$ cat src/rtl/arb_pkg.sv
package arb_pkg;

    typedef enum logic {
        LK_FREE = 1'b0,
        LK_HELD = 1'b1
    } lock_e;

endpackage

$ cat src/rtl/arb_hp_track.sv
module arb_hp_track #(
    parameter int CNT_W = 3
) (
    input  logic             clk,
    input  logic             rst_n,
    input  logic             hp_work,
    input  logic             hp_issue,
    input  logic             hp_done,
    output logic             prio_next,
    output logic             prio_n,
    output logic [CNT_W-1:0] count
);
    localparam logic [CNT_W-1:0] CNT_MAX  = '1;
    localparam logic [CNT_W-1:0] CNT_ZERO = '0;

    typedef struct packed {
        logic [CNT_W-1:0] count;
        logic             prio_act;
    } hp_st_t;

    hp_st_t st_d, st_q;
    logic   inc, dec;

    always_comb begin
        st_d = st_q;
        inc  = hp_issue && ((st_q.count != CNT_MAX) || hp_done);
        dec  = hp_done  && ((st_q.count != CNT_ZERO) || hp_issue);
        if (inc && !dec) begin
            st_d.count = st_q.count + 1'b1;
        end else if (dec && !inc) begin
            st_d.count = st_q.count - 1'b1;
        end
        st_d.prio_act = hp_work || (st_q.count != CNT_ZERO);
    end

    always_ff @(posedge clk or negedge rst_n) begin
        if (!rst_n) begin
            st_q <= '0;
        end else begin
            st_q <= st_d;
        end
    end

    assign prio_next = st_d.prio_act;
    assign prio_n    = !st_q.prio_act;
    assign count     = st_q.count;


    cnt_holds_prio_chk: assert property (@(posedge clk) disable iff (!rst_n)
        (st_q.count != CNT_ZERO) |=> !prio_n);


    release_at_zero_chk: assert property (@(posedge clk) disable iff (!rst_n)
        $rose(prio_n) |-> ($past(st_q.count) == CNT_ZERO && !$past(hp_work)));


    no_overflow_chk: assert property (@(posedge clk) disable iff (!rst_n)
        (st_q.count == CNT_MAX && hp_issue && !hp_done) |=> (st_q.count == CNT_MAX));


    no_underflow_chk: assert property (@(posedge clk) disable iff (!rst_n)
        (st_q.count == CNT_ZERO && hp_done && !hp_issue) |=> (st_q.count == CNT_ZERO));

endmodule

$ cat src/rtl/arb_lock_track.sv
module arb_lock_track
    import arb_pkg::*;
(
    input  logic clk,
    input  logic rst_n,
    input  logic accept,
    input  logic sym_lock,
    input  logic sym_last,
    output logic lock_next,
    output logic lock_q
);
    lock_e st_d, st_q;

    always_comb begin
        st_d = st_q;
        if (accept && sym_last) begin
            st_d = LK_FREE;
        end else if (accept && sym_lock) begin
            st_d = LK_HELD;
        end
    end

    always_ff @(posedge clk or negedge rst_n) begin
        if (!rst_n) begin
            st_q <= LK_FREE;
        end else begin
            st_q <= st_d;
        end
    end

    assign lock_next = (st_d == LK_HELD);
    assign lock_q    = (st_q == LK_HELD);


    lock_needs_accept_chk: assert property (@(posedge clk) disable iff (!rst_n)
        (!lock_q && !accept) |=> !lock_q);


    last_clears_chk: assert property (@(posedge clk) disable iff (!rst_n)
        (accept && sym_last) |=> !lock_q);

endmodule

$ cat src/rtl/prio_bus_arbiter.sv
module prio_bus_arbiter #(
    parameter int CNT_W = 3
) (
    input  logic             clk,
    input  logic             rst_n,
    input  logic             sym_req_n,
    input  logic             sym_issue,
    input  logic             sym_lock,
    input  logic             sym_last,
    input  logic             hp_work,
    input  logic             hp_issue,
    input  logic             hp_done,
    output logic             prio_n,
    output logic             br_n,
    output logic             issue_en,
    output logic             lock_active,
    output logic [CNT_W-1:0] hp_count
);
    typedef struct packed {
        logic issue_en;
        logic br_n;
    } gate_st_t;

    gate_st_t gt_d, gt_q;
    logic     prio_next;
    logic     lock_next;
    logic     accept;

    assign accept = sym_issue && gt_q.issue_en;

    arb_hp_track #(.CNT_W(CNT_W)) i_hp (
        .clk       (clk),
        .rst_n     (rst_n),
        .hp_work   (hp_work),
        .hp_issue  (hp_issue),
        .hp_done   (hp_done),
        .prio_next (prio_next),
        .prio_n    (prio_n),
        .count     (hp_count)
    );

    arb_lock_track i_lock (
        .clk       (clk),
        .rst_n     (rst_n),
        .accept    (accept),
        .sym_lock  (sym_lock),
        .sym_last  (sym_last),
        .lock_next (lock_next),
        .lock_q    (lock_active)
    );

    always_comb begin
        gt_d          = gt_q;
        gt_d.issue_en = !prio_next || lock_next;
        gt_d.br_n     = sym_req_n;
    end

    always_ff @(posedge clk or negedge rst_n) begin
        if (!rst_n) begin
            gt_q <= '{issue_en: 1'b1, br_n: 1'b1};
        end else begin
            gt_q <= gt_d;
        end
    end

    assign issue_en = gt_q.issue_en;
    assign br_n     = gt_q.br_n;


    no_unlocked_issue_chk: assert property (@(posedge clk) disable iff (!rst_n)
        (!prio_n && sym_issue && issue_en) |-> lock_active);


    lock_keeps_en_chk: assert property (@(posedge clk) disable iff (!rst_n)
        lock_active |-> issue_en);


    idle_bus_en_chk: assert property (@(posedge clk) disable iff (!rst_n)
        prio_n |-> issue_en);


    br_follow_chk: assert property (@(posedge clk) disable iff (!rst_n)
        br_n == $past(sym_req_n));

endmodule

$ cat config.mk
export PLATFORM = sky130hd
export DESIGN_NAME = prio_bus_arbiter
export DESIGN_NICKNAME = d
export VERILOG_FILES = /design/src/rtl/arb_pkg.sv /design/src/rtl/arb_hp_track.sv /design/src/rtl/arb_lock_track.sv /design/src/rtl/prio_bus_arbiter.sv
export SDC_FILE = /design/constraint.sdc
export NUM_CORES = 1
export LEC_CHECK = 0
export CELL_PAD_IN_SITES_DETAIL_PLACEMENT = 2
export CELL_PAD_IN_SITES_GLOBAL_PLACEMENT = 2
export CORE_UTILIZATION = 20
export DETAILED_ROUTE_END_ITERATION = 6
export MAX_ROUTING_LAYER = met4
export PLACE_DENSITY_LB_ADDON = 0.1
export SYNTH_ARGS = -nofsm -noshare
export SYNTH_HDL_FRONTEND = slang
export SYNTH_HIERARCHICAL = 1
export SYNTH_SLANG_ARGS = --single-unit
$ cat constraint.sdc
create_clock -name clk -period 1.79 [get_ports clk]
set_input_delay 0.358 -clock clk [delete_from_list [all_inputs] [get_ports clk]]
set_output_delay 0.358 -clock clk [all_outputs]
set_load 0.05 [all_outputs]
==> results of run 1 <==
## final cells by class
cell class,count,area [um^2],share of cell area
clock buffer,4,26.3,0.0441
inverter,2,7.51,0.0126
multi-input combinational,15,143,0.239
sequential,7,178,0.298
tap,16,20.0,0.0336
timing repair buffer,27,221,0.372
## power groups by stage
stage / clock network [W] / registers, W / logic (W)
after floorplan: 0 / 0.000390 / 0.000334
after global placement: 0 / 0.000293 / 0.000639
after detailed placement: 0 / 0.000299 / 0.000657
after CTS: 0.000151 / 0.000282 / 0.000720
after global routing: 0.000163 / 0.000287 / 0.000780
final: 0.000144 / 0.000278 / 0.000726
## metal layers
| metal | GRT usage | up-vias | routed length [um] |
|---|---|---|---|
| li1 | - | 145 | - |
| met1 | 0.0890 | 151 | 265 |
| met2 | 0.230 | 11 | 577 |
| met3 | 0.0681 | 3 | 59 |
| met4 | 0.0727 | 0 | 16 |
| met5 | - | - | 0 |
## synth_stat cells
master	instances
sky130_fd_sc_hd__dfrtp_1	5
sky130_fd_sc_hd__buf_4	3
sky130_fd_sc_hd__a21oi_1	2
sky130_fd_sc_hd__and2_1	2
sky130_fd_sc_hd__dfstp_2	2
sky130_fd_sc_hd__inv_1	2
sky130_fd_sc_hd__xor2_1	2
sky130_fd_sc_hd__fa_1	1
sky130_fd_sc_hd__ha_1	1
sky130_fd_sc_hd__mux2_2	1
sky130_fd_sc_hd__nand2b_1	1
sky130_fd_sc_hd__nand4b_1	1
sky130_fd_sc_hd__nor2_1	1
sky130_fd_sc_hd__o41ai_1	1
sky130_fd_sc_hd__or4_1	1
sky130_fd_sc_hd__xnor2_1	1
## path summary, 6_finish.rpt
check                                           from  cells after the start  slack [ns]                         to
min reg2reg                  i_lock/lock_q$_DFF_PN0_                      2        0.59    i_lock/lock_q$_DFF_PN0_
min in group clk                           sym_req_n                      1        0.51             br_n$_DFF_PN1_
max reg2reg                i_hp/count[1]$_DFFE_PN0P_                      7       -0.07  i_hp/count[2]$_DFFE_PN0P_
max                                          hp_done                      9       -0.07  i_hp/count[2]$_DFFE_PN0P_
max in group asynchronous                      rst_n                      1        1.14             br_n$_DFF_PN1_
min                                            rst_n                      1        0.36    i_lock/lock_q$_DFF_PN0_
## cells by family (layout without fill, tap and decap cells)
family | after synthesis | after routing
AND/OR/NAND/NOR | 6 | 6
multiplexers | 1 | 1
AO/OA/AOI/OAI | 3 | 3
buffers and inverters | 5 | 33
flip-flops | 7 | 7
XOR/XNOR | 3 | 3
adder cells (fa/ha/maj) | 2 | 2
## critical path, cell delays in order
cell and delay (ns):
sky130_fd_sc_hd__clkdlybuf4s50_1 0.47, sky130_fd_sc_hd__nand4b_1 0.11, sky130_fd_sc_hd__and2_4 0.14, sky130_fd_sc_hd__ha_2 0.17, sky130_fd_sc_hd__inv_2 0.04, sky130_fd_sc_hd__fa_2 0.32
sky130_fd_sc_hd__xor2_1 0.14, sky130_fd_sc_hd__nor2_1 0.13, sky130_fd_sc_hd__xor2_1 0.15
## flip-flops by register name, indices dropped and copies added, names as in the netlist
signal	flops
i_hp/st_q	1
br_n	1
i_hp/count	3
i_lock/lock_q	1
issue_en	1
## per-stage QoR
step | setup slack [ns] | area, um^2 | hold slack [ns] | util
finish | -0.0748 | 596 | 0.360 | 0.386
global route | -0.155 | 596 | 0.365 | 0.386
CTS | -0.115 | 586 | 0.363 | 0.380
detailed placement | -0.582 | 536 | 0.591 | 0.347
global placement | -0.478 | 536 | 0.552 | 0.347
floorplan | -0.0398 | 345 | 0.0624 | -
## timing repair
| item | in CTS | in global routing |
|---|---|---|
| buffers inserted | 3 | 1 |
| endpoints found under the setup margin | 2 | 2 |
| pin swaps | 5 | 2 |
| resized for setup | 3 | 1 |
==> qor.yml, run 1 <==
status:
  status: "finished, violations left"
  violations_in_the_final_reports: "setup timing"
floorplan:
  fp.coreArea_um2: 1540
  starting_utilization_of_the_core_area: 0.218
  std_cell_rows: 14
  die_w_um: 42.9
  die_y_um: 42.9
  die_outline_area_um2: 1840
  boundaryPins: 16
clocking:
  clk_latency_ns: 0.26
  cts-hold-fix-buffers: 0
  cts_buffers: 3
  cts_root_buf: "sky130_fd_sc_hd__clkbuf_4"
  cts_max_level: 1
  tritoncts: "yes"
  tritoncts_num_sinks: 7
  cts.clk_slew.worst_paths_ns: 0.05
  clock_tree.buffer_depth: 2
power_and_ir_drop:
  cellLeakagePower_nw: 0.281
  netSwitchingPower_w: 0.000509
  p_per_area_nw_per_um2: 1930
  irDropWorstVdd_mv: 0.648
  power_frac_comb: 0.632
  power.share.clock: 0.125
  sw_frac_of_total: 0.443
  sequentialPowerShare: 0.242
  total_power_w: 0.00115
  cell_internal_pwr_w: 0.000640
sta:
  minimum_clock_period_after_layout_ns: 1.86
  fmax_ghz: 0.536
  final_critical_path_setup_slack_ns: -0.0748
  rsz0062_at_grt: "true"
  worst-slew-pin-transition_ns: 0.321
  tcrit_tclk_final: 1.04
  worst_skew_ns: 0.00515
  finalSetupTns_ns: -0.139
  setup_viol: 2
  slew_violations: 0
  max_slew_margin: 0.785
  finalHoldViolCount: 0
placement:
  final_replace_weighted_congestion: 0.636
  io_buffer_count: 15
  dpl.cell_count: 63
setup_path:
  arrival_ns: 2.04
  worst_setup_path_end_kind: "flop"
  setup.worst_path.start_class: "input pin"
  timing.critical_path.fanout_max: 2
  crit_required_ns: 1.97
  path_class: "input pin to flop"
finish:
  final_cell_mix: "19 x sky130_fd_sc_hd__buf_4, 7 x sky130_fd_sc_hd__clkdlybuf4s50_1, 5 x sky130_fd_sc_hd__dfrtp_1"
  fillers: 179
  finish.net_count: 67
  drive_above_1_share: 0.545
  antenna-diode-count: 0
  flow.area_growth_from_synthesis_pct: 77.6
  final-instance-count-excl-fill: 71
  layout.cells.most_common: "sky130_fd_sc_hd__buf_4"
min_path:
  hold_path.class: "input pin to async pin"
yosys:
  synth_fa_ha_area_frac: 0.0970
  synth.area.mux_share: 0.0336
  post_synth_num_cell_types: 16
  syn_avg_cell_area_um2: 12.4
  synth_area_um2: 335
  synth-compound-area-share: 0.0560
  postSynthNetCount: 38
  synth_seq_cells: 7
  synth_warnings: 6
  synthSimpleGateAreaFrac: 0.116
  synth.yosys.seq_area_share: 0.530
  synthDominantCellAreaShare: 0.373
  post_synth_inst_count: 27
  post_synth_main_area_contributors: "sky130_fd_sc_hd__dfrtp_1 37%, sky130_fd_sc_hd__dfstp_2 16%, sky130_fd_sc_hd__buf_4 6.7%"
  synth_top_family_by_area: "simple AND/OR/NAND/NOR gates"
  xor_xnor_fraction_of_synth_area: 0.0784
  netlist.top_cell.by_area: "sky130_fd_sc_hd__dfrtp_1"
grt:
  globalRoute.totalOverflow: 0
  antenna_found_initial: 0
  grtUsageTotal: 0.124
  grt_max_degree: 8
  grt_first_pass_wirelength_um: 1470
  grt_pass1_vias: 340
route:
  drtIter0Drc: 1
  routed_via_density: 4.37
  remaining_drc_errors: 0
  ant_nets: 0
  detail_route.first_pass.iterations: 2
  finalWirelength_um: 918
  vias: 310
  routedWlPerCell_um: 12.9
flow_run:
  max_cap_violations: 0
Note: power is estimated with default switching activity, not from simulation.
==> inputs of run 2 (changes only) <==
Settings changed: CAP_MARGIN set to 0, PLACE_DENSITY_LB_ADDON 0.1 to 0.05.
==> qor.yml, run 2 (synthesis results as in run 1) <==
status:
  status: "finished, violations left"  # unchanged
  violations_in_the_final_reports: "setup timing"  # unchanged
sta:
  hold_slack_ns: 0.363  # was 0.360 ns
  finalHoldViolCount: 0  # unchanged
  worst_skew_ns: 0.00214  # was 0.00515 ns
  worst-slew-pin-transition_ns: 0.319  # was 0.321 ns
  setup_viol: 2  # unchanged
  rsz0062_at_grt: "true"  # unchanged
  tcrit_tclk_final: 1.08  # was 1.04
  max_slew_margin: 0.786  # was 0.785
  fmax_ghz: 0.518  # was 0.536 GHz
  slew_violations: 0  # unchanged
  minimum_clock_period_after_layout_ns: 1.93  # was 1.86 ns
  final_critical_path_setup_slack_ns: -0.140  # was -0.0748 ns
floorplan:
  boundaryPins: 16  # unchanged
  die_y_um: 42.9  # unchanged
  fp.coreArea_um2: 1540  # unchanged
  die_w_um: 42.9  # unchanged
  starting_utilization_of_the_core_area: 0.218  # unchanged
  std_cell_rows: 14  # unchanged
  die_outline_area_um2: 1840  # unchanged
power_and_ir_drop:
  sequentialPowerShare: 0.247  # was 0.242
  total_power_w: 0.00114  # was 0.00115 W
  power.share.clock: 0.128  # was 0.125
  power_frac_comb: 0.626  # was 0.632
  p_per_area_nw_per_um2: 1950  # was 1930 nW/um^2
  cell_internal_pwr_w: 0.000622  # was 0.000640 W
  netSwitchingPower_w: 0.000520  # was 0.000509 W
  irDropWorstVdd_mv: 0.567  # was 0.648 mV
  sw_frac_of_total: 0.455  # was 0.443
  cellLeakagePower_nw: 0.285  # was 0.281 nW
finish:
  flow.area_growth_from_synthesis_pct: 74.6  # was 77.6%
  finish.net_count: 65  # was 67
  layout.cells.most_common: "sky130_fd_sc_hd__buf_4"  # unchanged
  final-instance-count-excl-fill: 69  # was 71
  final_cell_mix: "17 x sky130_fd_sc_hd__buf_4, 6 x sky130_fd_sc_hd__clkdlybuf4s50_1, 5 x sky130_fd_sc_hd__dfrtp_1"  # was 19 x sky130_fd_sc_hd__buf_4, 7 x sky130_fd_sc_hd__clkdlybuf4s50_1, 5 x sky130_fd_sc_hd__dfrtp_1
  antenna-diode-count: 0  # unchanged
  layout.core_utilization: 0.380  # was 0.386
  flip_flop_count_of_the_largest_register_all_copies_and_words_added: 3  # unchanged
  drive_above_1_share: 0.528  # was 0.545
clocking:
  tritoncts: "yes"  # unchanged
  cts_max_level: 1  # unchanged
  cts.clk_slew.worst_paths_ns: 0.06  # was 0.05 ns
  cts_root_buf: "sky130_fd_sc_hd__clkbuf_4"  # unchanged
  clk_latency_ns: 0.25  # was 0.26 ns
  cts-hold-fix-buffers: 0  # unchanged
  tritoncts_num_sinks: 7  # unchanged
  cts_buffers: 3  # unchanged
  clock_tree.buffer_depth: 2  # unchanged
route:
  routedWlPerCell_um: 14.3  # was 12.9 um
  drtIter0Drc: 0  # was 1
  ant_nets: 0  # unchanged
  finalWirelength_um: 989  # was 918 um
  detail_route.first_pass.iterations: 1  # was 2
  vias: 290  # was 310
  routed_via_density: 4.20  # was 4.37
  remaining_drc_errors: 0  # unchanged
grt:
  globalRoute.totalOverflow: 0  # unchanged
  globalRouteMet2Util: 0.215  # was 0.230
  grt_pass1_vias: 341  # was 340
  use_met3: 0.0170  # was 0.0681
  use_met1: 0.145  # was 0.0890
  antenna_found_initial: 0  # unchanged
  grt_max_degree: 8  # unchanged
  grt_first_pass_wirelength_um: 1630  # was 1470 um
  grtUsageTotal: 0.136  # was 0.124
  globalRoute.busiestLayer: "met2"  # unchanged
setup_path:
  setup.worst_path.start_class: "flop"  # was input pin
  critPathMaxStageDelay_ns: 0.42  # was 0.47 ns
  critical_path.cell_chain: "o41ai_2, ha_2, inv_2, fa_2, xor2_1, nor2_1, xor2_1"  # was clkdlybuf4s50_1, nand4b_1, and2_4, ha_2, inv_2, fa_2, xor2_1, nor2_1, xor2_1
  crit_required_ns: 1.96  # was 1.97 ns
  cell_at_the_slowest_stage_of_the_critical_path: "sky130_fd_sc_hd__dfrtp_1"  # was sky130_fd_sc_hd__clkdlybuf4s50_1
  critical_path.reg2reg.endpoint: "i_hp/count[2]$_DFFE_PN0P_"  # unchanged
  r2r.worst_path.cells: 7  # unchanged
  worstPathBufferInverterCount: 1  # was 2
  critical_path.most_common_cell: "sky130_fd_sc_hd__xor2_1"  # unchanged
  rr_startpoint: "i_hp/count[0]$_DFFE_PN0P_"  # was i_hp/count[1]$_DFFE_PN0P_
  timing.critical_path.fanout_max: 4  # was 2
  r2r_slack_ns: -0.14  # was -0.07 ns
  worst_path_dominant_cell_family: "adder cells"  # was buffers and inverters
  path_class: "flop to flop"  # was input pin to flop
  worst_setup_path_end_kind: "flop"  # unchanged
  arrival_ns: 2.10  # was 2.04 ns
placement:
  final_replace_weighted_congestion: 0.717  # was 0.636
  io_buffer_count: 15  # unchanged
  dpl.cell_count: 62  # was 63
  placement.setup.worst_slack_ns: -0.610  # was -0.582 ns
  place_hpwl_um: 765
min_path:
  hold_path.class: "input pin to async pin"  # unchanged
flow_run:
  max_cap_violations: 0  # unchanged
run 2: stage by stage:
| step | setup TNS, ns | cell area [um^2] |
|---|---|---|
| finish | -0.217 | 586 |
| global route | -0.347 | 586 |
| CTS | -0.242 | 572 |
| detailed placement | -1.24 | 528 |
| global placement | -0.928 | 528 |
| floorplan | -0.0486 | 345 |
run 2: cell type report:
cell class	instances	area, um^2
clock inverters	1	5.00
well taps	16	20.0
multi-input cells	15	144
repair buffers	25	209
fillers	178	956
flip-flops and latches	7	178
clock buffers	3	22.5
inverters	2	7.51
run 2: per-layer routing:
metal	part of all wire	wire length (um)
met5	0	0
met2	0.56	551
met1	0.38	372
met3	0.044	44
met4	0.019	19
run 2: worst max path at each step:
stage / start / end / slack [ns] / cells past startpoint
global route: i_hp/count[0]$_DFFE_PN0P_ / i_hp/count[2]$_DFFE_PN0P_ / -0.23 / 7
global placement: hp_issue / i_hp/count[2]$_DFFE_PN0P_ / -0.47 / 8
floorplan: i_hp/count[1]$_DFFE_PN0P_ / i_hp/count[2]$_DFFE_PN0P_ / -0.04 / 7
detailed placement: hp_issue / i_hp/count[2]$_DFFE_PN0P_ / -0.61 / 8
finish: i_hp/count[0]$_DFFE_PN0P_ / i_hp/count[2]$_DFFE_PN0P_ / -0.14 / 7
CTS: i_hp/count[2]$_DFFE_PN0P_ / i_hp/count[2]$_DFFE_PN0P_ / -0.16 / 7
run 2: worst reg2reg max path, delay by kind of cell (launching register included):
kind	cells	cell delay, ns
adders and majority gates	2	0.60
AOI/OAI and AO/OA	1	0.34
DFF	1	0.42
xor gates and xnor gates	2	0.31
and+or+nand+nor	1	0.13
buffers and inverters	1	0.04
run 2: what timing repair did:
action / 4_1_cts / 5_1_grt
pin swaps: 5 / 4
gates resized for setup: 3 / 2
buffers inserted: 2 / 1
setup endpoints to repair: 2 / 2
endpoints found under the hold margin: 0 / 0
run 2: power groups by stage:
| stage | Combinational, W | Clock, W | Sequential, W |
|---|---|---|---|
| after detailed placement | 0.000648 | 0 | 0.000296 |
| after global placement | 0.000623 | 0 | 0.000286 |
| after global routing | 0.000758 | 0.000163 | 0.000291 |
| final | 0.000714 | 0.000146 | 0.000282 |
| after floorplan | 0.000334 | 0 | 0.000390 |
| after CTS | 0.000688 | 0.000158 | 0.000286 |
